File: src/rtl/ncc_pkg.sv
package ncc_pkg;
  localparam logic [7:0] OP_ERASE   = 8'h20;
  localparam logic [7:0] OP_CONFIRM = 8'hD0;
  localparam logic [7:0] OP_HALT    = 8'hB0;
  localparam logic [7:0] OP_PROGRAM = 8'h40;
  localparam logic [7:0] OP_CLEAR   = 8'h50;
  localparam logic [7:0] OP_STATUS  = 8'h70;
  localparam logic [7:0] OP_ARRAY   = 8'hFF;

  typedef enum logic [1:0] {CS_IDLE, CS_ERASE_ARM, CS_PROG_ARM} cmd_st_e;
  typedef enum logic [1:0] {ES_IDLE, ES_RUN, ES_HALTING, ES_HALTED} ers_st_e;
  typedef enum logic [1:0] {PS_IDLE, PS_RUN, PS_HALTED} prg_st_e;
  typedef enum logic {RM_ARRAY, RM_STATUS} rd_mode_e;
endpackage

File: src/rtl/ncc_strobe.sv
module ncc_strobe (
  input  logic clk,
  input  logic rst_n,
  input  logic ce_n,
  input  logic we_n,
  output logic wr_stb
);
  logic we_q;

  always_ff @(posedge clk or negedge rst_n) begin
    if (!rst_n) we_q <= 1'b1;
    else        we_q <= we_n;
  end

  // one strobe per write pulse: enable low now, high on the previous edge
  assign wr_stb = !ce_n && !we_n && we_q;
endmodule

File: src/rtl/ncc_array.sv
module ncc_array #(
  parameter int NBLK = 8,
  parameter int WPB  = 16,
  parameter int DW   = 16,
  localparam int NW  = NBLK * WPB,
  localparam int AW  = $clog2(NW),
  localparam int BW  = $clog2(NBLK),
  localparam int WB  = $clog2(WPB)
) (
  input  logic          clk,
  input  logic          rst_n,
  input  logic          ers_fire,
  input  logic [BW-1:0] ers_blk,
  input  logic          prg_fire,
  input  logic [AW-1:0] prg_addr,
  input  logic [DW-1:0] prg_data,
  input  logic [AW-1:0] rd_addr,
  output logic [DW-1:0] rd_word
);
  logic [DW-1:0] mem_q [NW];
  logic [DW-1:0] mem_d [NW];
  logic [NW-1:0] mem_en;

  always_comb begin
    for (int w = 0; w < NW; w++) begin
      mem_en[w] = 1'b0;
      mem_d[w]  = mem_q[w];
      if (ers_fire && (ers_blk == BW'(w / WPB))) begin
        mem_en[w] = 1'b1;
        mem_d[w]  = '1;
      end else if (prg_fire && (prg_addr == AW'(w))) begin
        mem_en[w] = 1'b1;
        mem_d[w]  = mem_q[w] & prg_data;
      end
    end
  end

  always_ff @(posedge clk or negedge rst_n) begin
    if (!rst_n) begin
      for (int w = 0; w < NW; w++) mem_q[w] <= '1;
    end else begin
      for (int w = 0; w < NW; w++) if (mem_en[w]) mem_q[w] <= mem_d[w];
    end
  end

  assign rd_word = mem_q[rd_addr];

  AST_ONE_WRITER: assert property (@(posedge clk) disable iff (!rst_n)
    !(ers_fire && prg_fire));
  AST_ERASE_FILLS: assert property (@(posedge clk) disable iff (!rst_n)
    ers_fire |=> (mem_q[{$past(ers_blk), {WB{1'b0}}}] == {DW{1'b1}}));
endmodule

File: src/rtl/ncc_seq.sv
module ncc_seq
  import ncc_pkg::*;
#(
  parameter int NBLK      = 8,
  parameter int WPB       = 16,
  parameter int DW        = 16,
  parameter int ERASE_CYC = 40,
  parameter int PROG_CYC  = 12,
  parameter int SUSP_LAT  = 4,
  localparam int AW  = $clog2(NBLK * WPB),
  localparam int BW  = $clog2(NBLK),
  localparam int WB  = $clog2(WPB),
  localparam int ECW = $clog2(ERASE_CYC + 1),
  localparam int PCW = $clog2(PROG_CYC + 1),
  localparam int LCW = $clog2(SUSP_LAT + 1)
) (
  input  logic            clk,
  input  logic            rst_n,
  input  logic            wr_stb,
  input  logic [AW-1:0]   wr_addr,
  input  logic [DW-1:0]   wr_data,
  input  logic            vpen_ok,
  input  logic [NBLK-1:0] blk_lock,
  output logic            rd_status,
  output logic [7:0]      sr,
  output logic            ers_fire,
  output logic [BW-1:0]   ers_blk,
  output logic            prg_fire,
  output logic [AW-1:0]   prg_addr,
  output logic [DW-1:0]   prg_data
);
  cmd_st_e  cst_q, cst_d;
  ers_st_e  est_q, est_d;
  prg_st_e  pst_q, pst_d;
  rd_mode_e rmode_q, rmode_d;
  logic [ECW-1:0] ecnt_q, ecnt_d;
  logic [LCW-1:0] lcnt_q, lcnt_d;
  logic [PCW-1:0] pcnt_q, pcnt_d;
  logic [BW-1:0]  eblk_q;
  logic [AW-1:0]  paddr_q;
  logic [DW-1:0]  pdata_q;
  logic           ld_ers, ld_prg;
  logic           e_err_q, e_err_d, p_err_q, p_err_d;
  logic           v_err_q, v_err_d, l_err_q, l_err_d;
  logic           busy, ready;
  logic [7:0]     cmd;
  logic [BW-1:0]  wblk;

  assign cmd   = wr_data[7:0];
  assign wblk  = wr_addr[AW-1:WB];
  assign busy  = (est_q == ES_RUN) || (est_q == ES_HALTING) || (pst_q == PS_RUN);
  assign ready = !busy;

  always_comb begin
    cst_d = cst_q;  est_d = est_q;  pst_d = pst_q;  rmode_d = rmode_q;
    ecnt_d = ecnt_q;  lcnt_d = lcnt_q;  pcnt_d = pcnt_q;
    e_err_d = e_err_q;  p_err_d = p_err_q;  v_err_d = v_err_q;  l_err_d = l_err_q;
    ld_ers = 1'b0;  ld_prg = 1'b0;  ers_fire = 1'b0;  prg_fire = 1'b0;

    // erase engine
    case (est_q)
      ES_RUN: begin
        if (ecnt_q == '0) begin
          ers_fire = 1'b1;
          est_d    = ES_IDLE;
        end else begin
          ecnt_d = ecnt_q - 1'b1;
        end
      end
      ES_HALTING: begin
        if (ecnt_q == '0) begin
          ers_fire = 1'b1;
          est_d    = ES_IDLE;
        end else begin
          ecnt_d = ecnt_q - 1'b1;
          if (lcnt_q == '0) est_d = ES_HALTED;
          else              lcnt_d = lcnt_q - 1'b1;
        end
      end
      default: ;
    endcase

    // program engine
    if (pst_q == PS_RUN) begin
      if (pcnt_q == '0) begin
        prg_fire = 1'b1;
        pst_d    = PS_IDLE;
      end else begin
        pcnt_d = pcnt_q - 1'b1;
      end
    end

    // command decode
    if (wr_stb) begin
      case (cst_q)
        CS_ERASE_ARM: begin
          cst_d   = CS_IDLE;
          rmode_d = RM_STATUS;
          if (cmd != OP_CONFIRM) begin
            e_err_d = 1'b1;  p_err_d = 1'b1;
          end else if (!vpen_ok) begin
            e_err_d = 1'b1;  v_err_d = 1'b1;
          end else if (blk_lock[wblk]) begin
            e_err_d = 1'b1;  l_err_d = 1'b1;
          end else begin
            est_d  = ES_RUN;
            ecnt_d = ECW'(ERASE_CYC - 1);
            ld_ers = 1'b1;
          end
        end
        CS_PROG_ARM: begin
          cst_d   = CS_IDLE;
          rmode_d = RM_STATUS;
          if (!vpen_ok) begin
            p_err_d = 1'b1;  v_err_d = 1'b1;
          end else if (blk_lock[wblk]) begin
            p_err_d = 1'b1;  l_err_d = 1'b1;
          end else if ((est_q != ES_IDLE) && (wblk == eblk_q)) begin
            p_err_d = 1'b1;
          end else begin
            pst_d  = PS_RUN;
            pcnt_d = PCW'(PROG_CYC - 1);
            ld_prg = 1'b1;
          end
        end
        default: begin
          if (busy) begin
            if (cmd == OP_HALT) begin
              rmode_d = RM_STATUS;
              if (pst_q == PS_RUN) begin
                if (pcnt_q != '0) pst_d = PS_HALTED;
              end else if ((est_q == ES_RUN) && (ecnt_q != '0)) begin
                est_d  = ES_HALTING;
                lcnt_d = LCW'(SUSP_LAT - 1);
              end
            end else if (cmd == OP_STATUS) begin
              rmode_d = RM_STATUS;
            end
          end else begin
            case (cmd)
              OP_ARRAY:  rmode_d = RM_ARRAY;
              OP_STATUS: rmode_d = RM_STATUS;
              OP_CLEAR: begin
                e_err_d = 1'b0;  p_err_d = 1'b0;  v_err_d = 1'b0;  l_err_d = 1'b0;
              end
              OP_ERASE: begin
                if ((est_q == ES_IDLE) && (pst_q == PS_IDLE)) begin
                  cst_d   = CS_ERASE_ARM;
                  rmode_d = RM_STATUS;
                end
              end
              OP_PROGRAM: begin
                if (pst_q == PS_IDLE) begin
                  cst_d   = CS_PROG_ARM;
                  rmode_d = RM_STATUS;
                end
              end
              OP_CONFIRM: begin
                rmode_d = RM_STATUS;
                if (pst_q == PS_HALTED)                              pst_d = PS_RUN;
                else if ((est_q == ES_HALTED) && (pst_q == PS_IDLE)) est_d = ES_RUN;
              end
              default: ;
            endcase
          end
        end
      endcase
    end
  end

  always_ff @(posedge clk or negedge rst_n) begin
    if (!rst_n) begin
      cst_q   <= CS_IDLE;
      est_q   <= ES_IDLE;
      pst_q   <= PS_IDLE;
      rmode_q <= RM_ARRAY;
      ecnt_q  <= '0;
      lcnt_q  <= '0;
      pcnt_q  <= '0;
      e_err_q <= 1'b0;
      p_err_q <= 1'b0;
      v_err_q <= 1'b0;
      l_err_q <= 1'b0;
    end else begin
      cst_q   <= cst_d;
      est_q   <= est_d;
      pst_q   <= pst_d;
      rmode_q <= rmode_d;
      ecnt_q  <= ecnt_d;
      lcnt_q  <= lcnt_d;
      pcnt_q  <= pcnt_d;
      e_err_q <= e_err_d;
      p_err_q <= p_err_d;
      v_err_q <= v_err_d;
      l_err_q <= l_err_d;
    end
  end

  always_ff @(posedge clk or negedge rst_n) begin
    if (!rst_n) begin
      eblk_q  <= '0;
      paddr_q <= '0;
      pdata_q <= '0;
    end else begin
      if (ld_ers) eblk_q <= wblk;
      if (ld_prg) begin
        paddr_q <= wr_addr;
        pdata_q <= wr_data;
      end
    end
  end

  assign rd_status = (rmode_q == RM_STATUS);
  assign sr        = {ready, est_q == ES_HALTED, e_err_q, p_err_q, v_err_q, 1'b0,
                      l_err_q, pst_q == PS_HALTED};
  assign ers_blk   = eblk_q;
  assign prg_addr  = paddr_q;
  assign prg_data  = pdata_q;

  AST_READY_FALL_BY_WRITE: assert property (@(posedge clk) disable iff (!rst_n)
    $fell(ready) |-> $past(wr_stb));
  AST_ERR_BY_WRITE: assert property (@(posedge clk) disable iff (!rst_n)
    $rose(e_err_q) |-> $past(wr_stb));
  AST_HALT_KEEPS_BLOCK: assert property (@(posedge clk) disable iff (!rst_n)
    (est_q == ES_HALTED) |=> $stable(eblk_q));
  AST_PROG_NEEDS_HALT: assert property (@(posedge clk) disable iff (!rst_n)
    (pst_q != PS_IDLE) |-> ((est_q == ES_IDLE) || (est_q == ES_HALTED)));
  AST_RESUME_WAITS: assert property (@(posedge clk) disable iff (!rst_n)
    ((est_q == ES_HALTED) && (pst_q != PS_IDLE)) |=> (est_q == ES_HALTED));
  AST_BUSY_IGNORES: assert property (@(posedge clk) disable iff (!rst_n)
    (wr_stb && busy && (cmd != OP_HALT) && (cmd != OP_STATUS))
      |=> ($stable(rmode_q) && $stable({e_err_q, p_err_q, v_err_q, l_err_q})));
endmodule

File: src/rtl/nor_cmd_ctrl.sv
module nor_cmd_ctrl #(
  parameter int NBLK      = 8,
  parameter int WPB       = 16,
  parameter int DW        = 16,
  parameter int ERASE_CYC = 40,
  parameter int PROG_CYC  = 12,
  parameter int SUSP_LAT  = 4,
  localparam int AW = $clog2(NBLK * WPB),
  localparam int BW = $clog2(NBLK)
) (
  input  logic            clk,
  input  logic            rst_n,
  input  logic            ce_n,
  input  logic            we_n,
  input  logic            oe_n,
  input  logic [AW-1:0]   addr,
  input  logic [DW-1:0]   din,
  input  logic            vpen_ok,
  input  logic [NBLK-1:0] blk_lock,
  output logic [DW-1:0]   dout,
  output logic            sts
);
  logic          wr_stb, rd_status, ers_fire, prg_fire;
  logic [7:0]    sr;
  logic [BW-1:0] ers_blk;
  logic [AW-1:0] prg_addr;
  logic [DW-1:0] prg_data, rd_word;

  ncc_strobe u_stb (
    .clk(clk), .rst_n(rst_n), .ce_n(ce_n), .we_n(we_n), .wr_stb(wr_stb)
  );

  ncc_seq #(
    .NBLK(NBLK), .WPB(WPB), .DW(DW),
    .ERASE_CYC(ERASE_CYC), .PROG_CYC(PROG_CYC), .SUSP_LAT(SUSP_LAT)
  ) u_seq (
    .clk(clk), .rst_n(rst_n), .wr_stb(wr_stb), .wr_addr(addr), .wr_data(din),
    .vpen_ok(vpen_ok), .blk_lock(blk_lock), .rd_status(rd_status), .sr(sr),
    .ers_fire(ers_fire), .ers_blk(ers_blk), .prg_fire(prg_fire),
    .prg_addr(prg_addr), .prg_data(prg_data)
  );

  ncc_array #(.NBLK(NBLK), .WPB(WPB), .DW(DW)) u_arr (
    .clk(clk), .rst_n(rst_n), .ers_fire(ers_fire), .ers_blk(ers_blk),
    .prg_fire(prg_fire), .prg_addr(prg_addr), .prg_data(prg_data),
    .rd_addr(addr), .rd_word(rd_word)
  );

  assign sts  = sr[7];
  assign dout = (!ce_n && !oe_n) ? (rd_status ? {{(DW-8){1'b0}}, sr} : rd_word) : '0;

  AST_PIN_HIGH_WHEN_IDLE_RESET: assert property (@(posedge clk) disable iff (!rst_n)
    $rose(rst_n) |-> sts);
endmodule

File: config.mk
export PLATFORM = sky130hd
export DESIGN_NAME = nor_cmd_ctrl
export DESIGN_NICKNAME = d
export VERILOG_FILES = /design/src/rtl/ncc_pkg.sv /design/src/rtl/ncc_strobe.sv /design/src/rtl/ncc_array.sv /design/src/rtl/ncc_seq.sv /design/src/rtl/nor_cmd_ctrl.sv
export SDC_FILE = /design/constraint.sdc
export NUM_CORES = 2
export LEC_CHECK = 0
export CAP_MARGIN = 0
export CORE_AREA = 2 2 563 565
export DETAILED_ROUTE_END_ITERATION = 6
export DIE_AREA = 0 0 565 567
export DONT_BUFFER_PORTS = 1
export SLEW_MARGIN = 5
export SYNTH_ARGS = -nofsm -noshare
export SYNTH_HDL_FRONTEND = slang
export SYNTH_SLANG_ARGS = --single-unit
File: constraint.sdc
create_clock -name clk -period 2.56 [get_ports clk]
set_input_delay 0.256 -clock clk [delete_from_list [all_inputs] [get_ports clk]]
set_output_delay 0.256 -clock clk [all_outputs]
set_load 0.05 [all_outputs]
Word level (Yosys, flattened, before mapping)
Cells that the tools add are included.

Register bits after elaboration: 2099. Input bits: 37. Output and inout bits: 17. Logic and storage cells: 1482.

Add/sub/neg operators: 3. Order comparisons: 2. Eq/ne operators: 162. Multiplexer cells: 615. Bitwise logic cells: 130. Reductions and logical operators: 427.

Operators by type and width (count): $mux W16 (260); $and A16 B16 Y16 (128); $eq A7 B7 Y1 const B (64); $mux W1 (291); $reduce_bool A2 Y1 (130); $reduce_and A2 Y1 (128); $eq A7 B6 Y1 const B (32); $logic_and A1 B1 Y1 (143); $bmux W16 S7 (1); $eq A7 B5 Y1 const B (16); $mux W2 (30); $eq A7 B4 Y1 const B (8); $mux W6 (7); $eq A7 B3 Y1 const B (4); $mux W4 (7); $mux W3 (9); $eq A8 B7 Y1 const B (3); $eq A8 B8 Y1 const B (3); $reduce_and A5 Y1 (4); $ne A4 B2 Y1 const B (4); $pmux W2 S2 (4); $eq A7 B2 Y1 const B (2); $eq A3 B3 Y1 const B (4); $reduce_bool A6 Y1 (2); other kinds (34) (55).

Depth between registers and ports, before layout
Word-level depth: 10. Depth in mapped cells: 12.

By module
From an unflattened synthesis, not the netlist that was laid out.

Cells, all modules: 8067. Area, all modules: 94016.4 µm².

Modules (own cells, without submodules): ncc_array (times used 1, cells an instance 7761, area an instance 90860.9 µm², seq. area each 53811.6 µm²); ncc_seq (times used 1, cells an instance 276, area an instance 2905.3 µm², seq. area each 1251.2 µm²); nor_cmd_ctrl (times used 1, cells an instance 28, area an instance 211.5 µm², seq. area each 0.0 µm²); ncc_strobe (times used 1, cells an instance 2, area an instance 38.8 µm², seq. area each 26.3 µm²).

Least setup slack after synthesis
OpenSTA, ideal clock, no wires.

Kind: input to output. From: input port addr[1]. To: output port dout[7]. Data arrival time: 2649 ps. Required time: 2304 ps. Slack: -345 ps. Cell stages on the path: 10. Path buffers: 5. Cells stage by stage: buf_2 -> buf_4 -> buf_2 -> buf_2 -> buf_1 -> o21ai_0 -> nor3_1 -> a2111oi_0 -> nand4_1 -> a31oi_1.

Word-level cells in the longest chain between the ends: 6.

RTL lines: start, declared (line nor_cmd_ctrl.sv:16) `input logic [AW-1:0] addr,`; $not A7 Y8 (implied by the code) (line ncc_array.sv:46) `assign rd_word = mem_q[rd_addr];`; $bmux W16 S7 (line ncc_array.sv:46); $mux W16 (implied by the code) (2 in a row) (line ncc_array.sv:46); $mux W16 (2 in a row) (line nor_cmd_ctrl.sv:50) `assign dout = (!ce_n && !oe_n) ? (rd_status ? {{(DW-8){1'b0}}, sr} : rd_word) : '0;`; end, declared (line nor_cmd_ctrl.sv:20) `output logic [DW-1:0] dout,`.

No other way between the ends. The select of a mux whose other input is x is not followed.

Final worst setup path
From: input port addr[0]. To: output port dout[3].

Same word-level chain as after synthesis.

==> run summary <==
run status: complete, but fails checks
failing checks: DRC, hold timing, slew limit, setup timing
Synth area leaders: dfstp_2 (57%), mux4_2 (13%), o21ai_0 (11%)
# setup viols final: 497
Die Y: 567 um
# nets final: 8447
CTS Buf Count: 215
Clock Path Buffers: 3
Mean Syn Cell Area: 11.27 um^2
Via density: 5.458
Remaining DRCs: 3
period utilisation layout: 168.2%
DP Cell Count: 12220
leakage power total: 52.33 nW
Critical Path RT: 2300 ps
initial core utilization: 29.92%
overall global routing resource usage: 18.00%
register area share after synthesis: 58.65%
leading cell types by count after synthesis: nand2_1 (2254), o21ai_0 (2052), dfstp_2 (2049)
largest net degree at the start of global routing: 536
register clock-pin slew on the reported worst setup and hold paths: 60 ps
port bufs: 0
R2R cell count: 13
FP Rows: 206
Post-synth ARST share: 100.0%
Non-Filler Instances: 12740
Worst setup EP type: output pin
mapped cell area: 93940 um^2
Skew-Pair Late Insertion Delay: 880 ps
vias in the first global route: 68700
root buf cell: clkbuf_16
WHS: -600.0 ps
r2r endpoint: u_arr.mem_q[739]
clock skew: 26.02 ps
Arr. time, crit path: 4050 ps
CP max FO: 535
wire per inst: 23.49 um
grt total ovfl: 0
final period demand of the worst path: 4306 ps
Area Overhead vs Synth: 22.20%
Cell Pwr Density: 640.1 nW/um^2
first-pass GRT wire length: 442700 um
Mapped Cells: 8334
clk sinks: 2099
antenna violations before repair: 9
via count: 69500
ANT nets after route: 0
die area: 320400 um^2
distinct cell type count after synthesis: 69
critical path type: in -> out
Final Wtd Congestion: 0.8366
Final Power: 73.48 mW
Synth Register Bits: 2099
Yosys Warn Count: 0
top-count cell post-synth: nand2_1
Hold Violations, Final: 262
RSZ-0062 raised after global routing: yes
worst vdd ir: 0.6435 mV
Synth top area share: 57.31%
max cap viols: 0
final slew viol count: 493
I/O pin total: 54
WL final: 299200 um
DRT Pass-1 Iters: 7
RR Startpoint: u_seq.pcnt_q[1]
syn_nets: 8381
hold crit path type: in -> async
final core occ: 36.57%
Synth area leader: dfstp_2
crit start category: input port
CTS tree: yes
Worst Tran Pin Value: 2401 ps
core area: 313900 um^2
die span in x: 565 um
design area: 114800 um^2
placed inst area: 102000 um^2
setup slack, reg-to-reg: -220 ps
Peak Freq: 232.2 MHz
H-tree levels: 4
Setup WS post-layout: -1746 ps
Detail Placement HPWL: 167800 um
top_reg_cell synth: dfstp_2
relative slew slack: -60.04%
EDFF count, synth: 0
DRT iter0 DRCs: 8204
share of cells above drive strength 1: 49.10%
worst max-delay path, cell delays in order:
cell and delay, ps:
mux4_2 1170, mux4_2 570, a22o_4 340, a2111oi_4 300
buf_4 200, nand3_4 90, buf_8 170
cells in the final DEF (no fill, tap or decap), types with 35 or more instances in the layout:
cell type      synthesis  layout
dfstp_2             2049    2049
nor2_1                45      37
dlygate4sd3_1          0      38
o21ai_2                0     491
clkbuf_16              0     241
o21ai_0             2052    1520
nand2_1             2254    2207
clkbuf_8               0      47
clkbuf_1             643      58
buf_6                 23      58
o21ai_1               27      53
clkinv_2               0      35
mux4_2               538     540
buf_12                 1     165
buf_4                 24     276
mux2i_1              148     144
worst max path at each step:
| stage | start | end | slack [ps] | cells after the start |
|---|---|---|---|---|
| 5_1_grt | addr[0] | dout[3] | -1280 | 7 |
| 3_3_place_gp | rst_n | u_arr.mem_q[1594] | -1850 | 4 |
| 4_1_cts | u_arr.mem_q[771] | dout[3] | -1080 | 7 |
| 3_5_place_dp | rst_n | u_arr.mem_q[1546] | -2330 | 6 |
| 2_1_floorplan | addr[1] | dout[7] | -100 | 10 |
| 6_report | addr[0] | dout[3] | -1750 | 7 |
flip-flops by register name (all words and copies together) (netlist names), named ones only:
signal / cells
u_arr.mem_q: 2048
u_seq.prg_data: 16
u_seq.prg_addr: 7
u_seq.ecnt_q: 6
u_seq.pcnt_q: 4
u_seq.ers_blk: 3
u_seq.lcnt_q: 3
u_seq.cst_q: 2
u_seq.est_q: 2
u_seq.e_err_q: 1
u_seq.l_err_q: 1
u_seq.p_err_q: 1
u_seq.pst_q: 1
u_seq.rd_status: 1
u_seq.v_err_q: 1
u_stb.we_q: 1
layer usage:
| layer | vias up | wire (um) | track usage [%] | share of wire [%] |
|---|---|---|---|---|
| li1 | 29430 | - | - | - |
| met1 | 36590 | 120400 | 23.84 | 40 |
| met2 | 2898 | 145200 | 29.30 | 49 |
| met3 | 578 | 22280 | 3.141 | 7.4 |
| met4 | 8 | 11230 | 6.865 | 3.8 |
| met5 | - | 61 | 0 | 0.020 |
kinds of logic after synthesis:
group           Yosys count  share of synthesized area, %
compound gates         2285                         12.64
fa+ha+maj                10                        0.1332
mux                     716                         14.88
xor+xnor                  7                       0.06527
simple gates           2432                         10.11
flops                  2099                         58.65
buf+inv                 785                         3.531
cell type report:
| type | count | area [um^2] |
|---|---|---|
| antenna | 4 | 10.01 |
| clock inverter | 66 | 748.2 |
| sequential | 2099 | 55150 |
| tap | 4160 | 5205 |
| inverter | 20 | 82.58 |
| fill | 29910 | 199100 |
| multi-input combinational | 5450 | 39090 |
| clock buffer | 322 | 6295 |
| timing repair buffer | 614 | 8213 |
repair_timing:
action,4_1_cts,5_1_grt
setup endpoints to repair,1065,1395
gates resized for setup,477,979
hold endpoints to repair,342,169
gates cloned,21,21
buffers inserted,38,22
hold buffers,38,3
pin swaps,50,58
through the flow:
| step | setup slack [ps] | TNS [ps] |
|---|---|---|
| global route | -1283 | -82850 |
| detailed placement | -2329 | -1114910 |
| floorplan | -95.26 | -474.8 |
| CTS | -1079 | -97470 |
| finish | -1746 | -69260 |
| global placement | -1851 | -975160 |
power breakdown:
| part | switching, mW | internal, mW |
|---|---|---|
| sequential | 1.12 | 35.6 |
| clock | 13.5 | 18.0 |
| combinational | 2.89 | 2.41 |
| total | 17.5 | 55.9 |
Power figures use the tool's default switching activity.
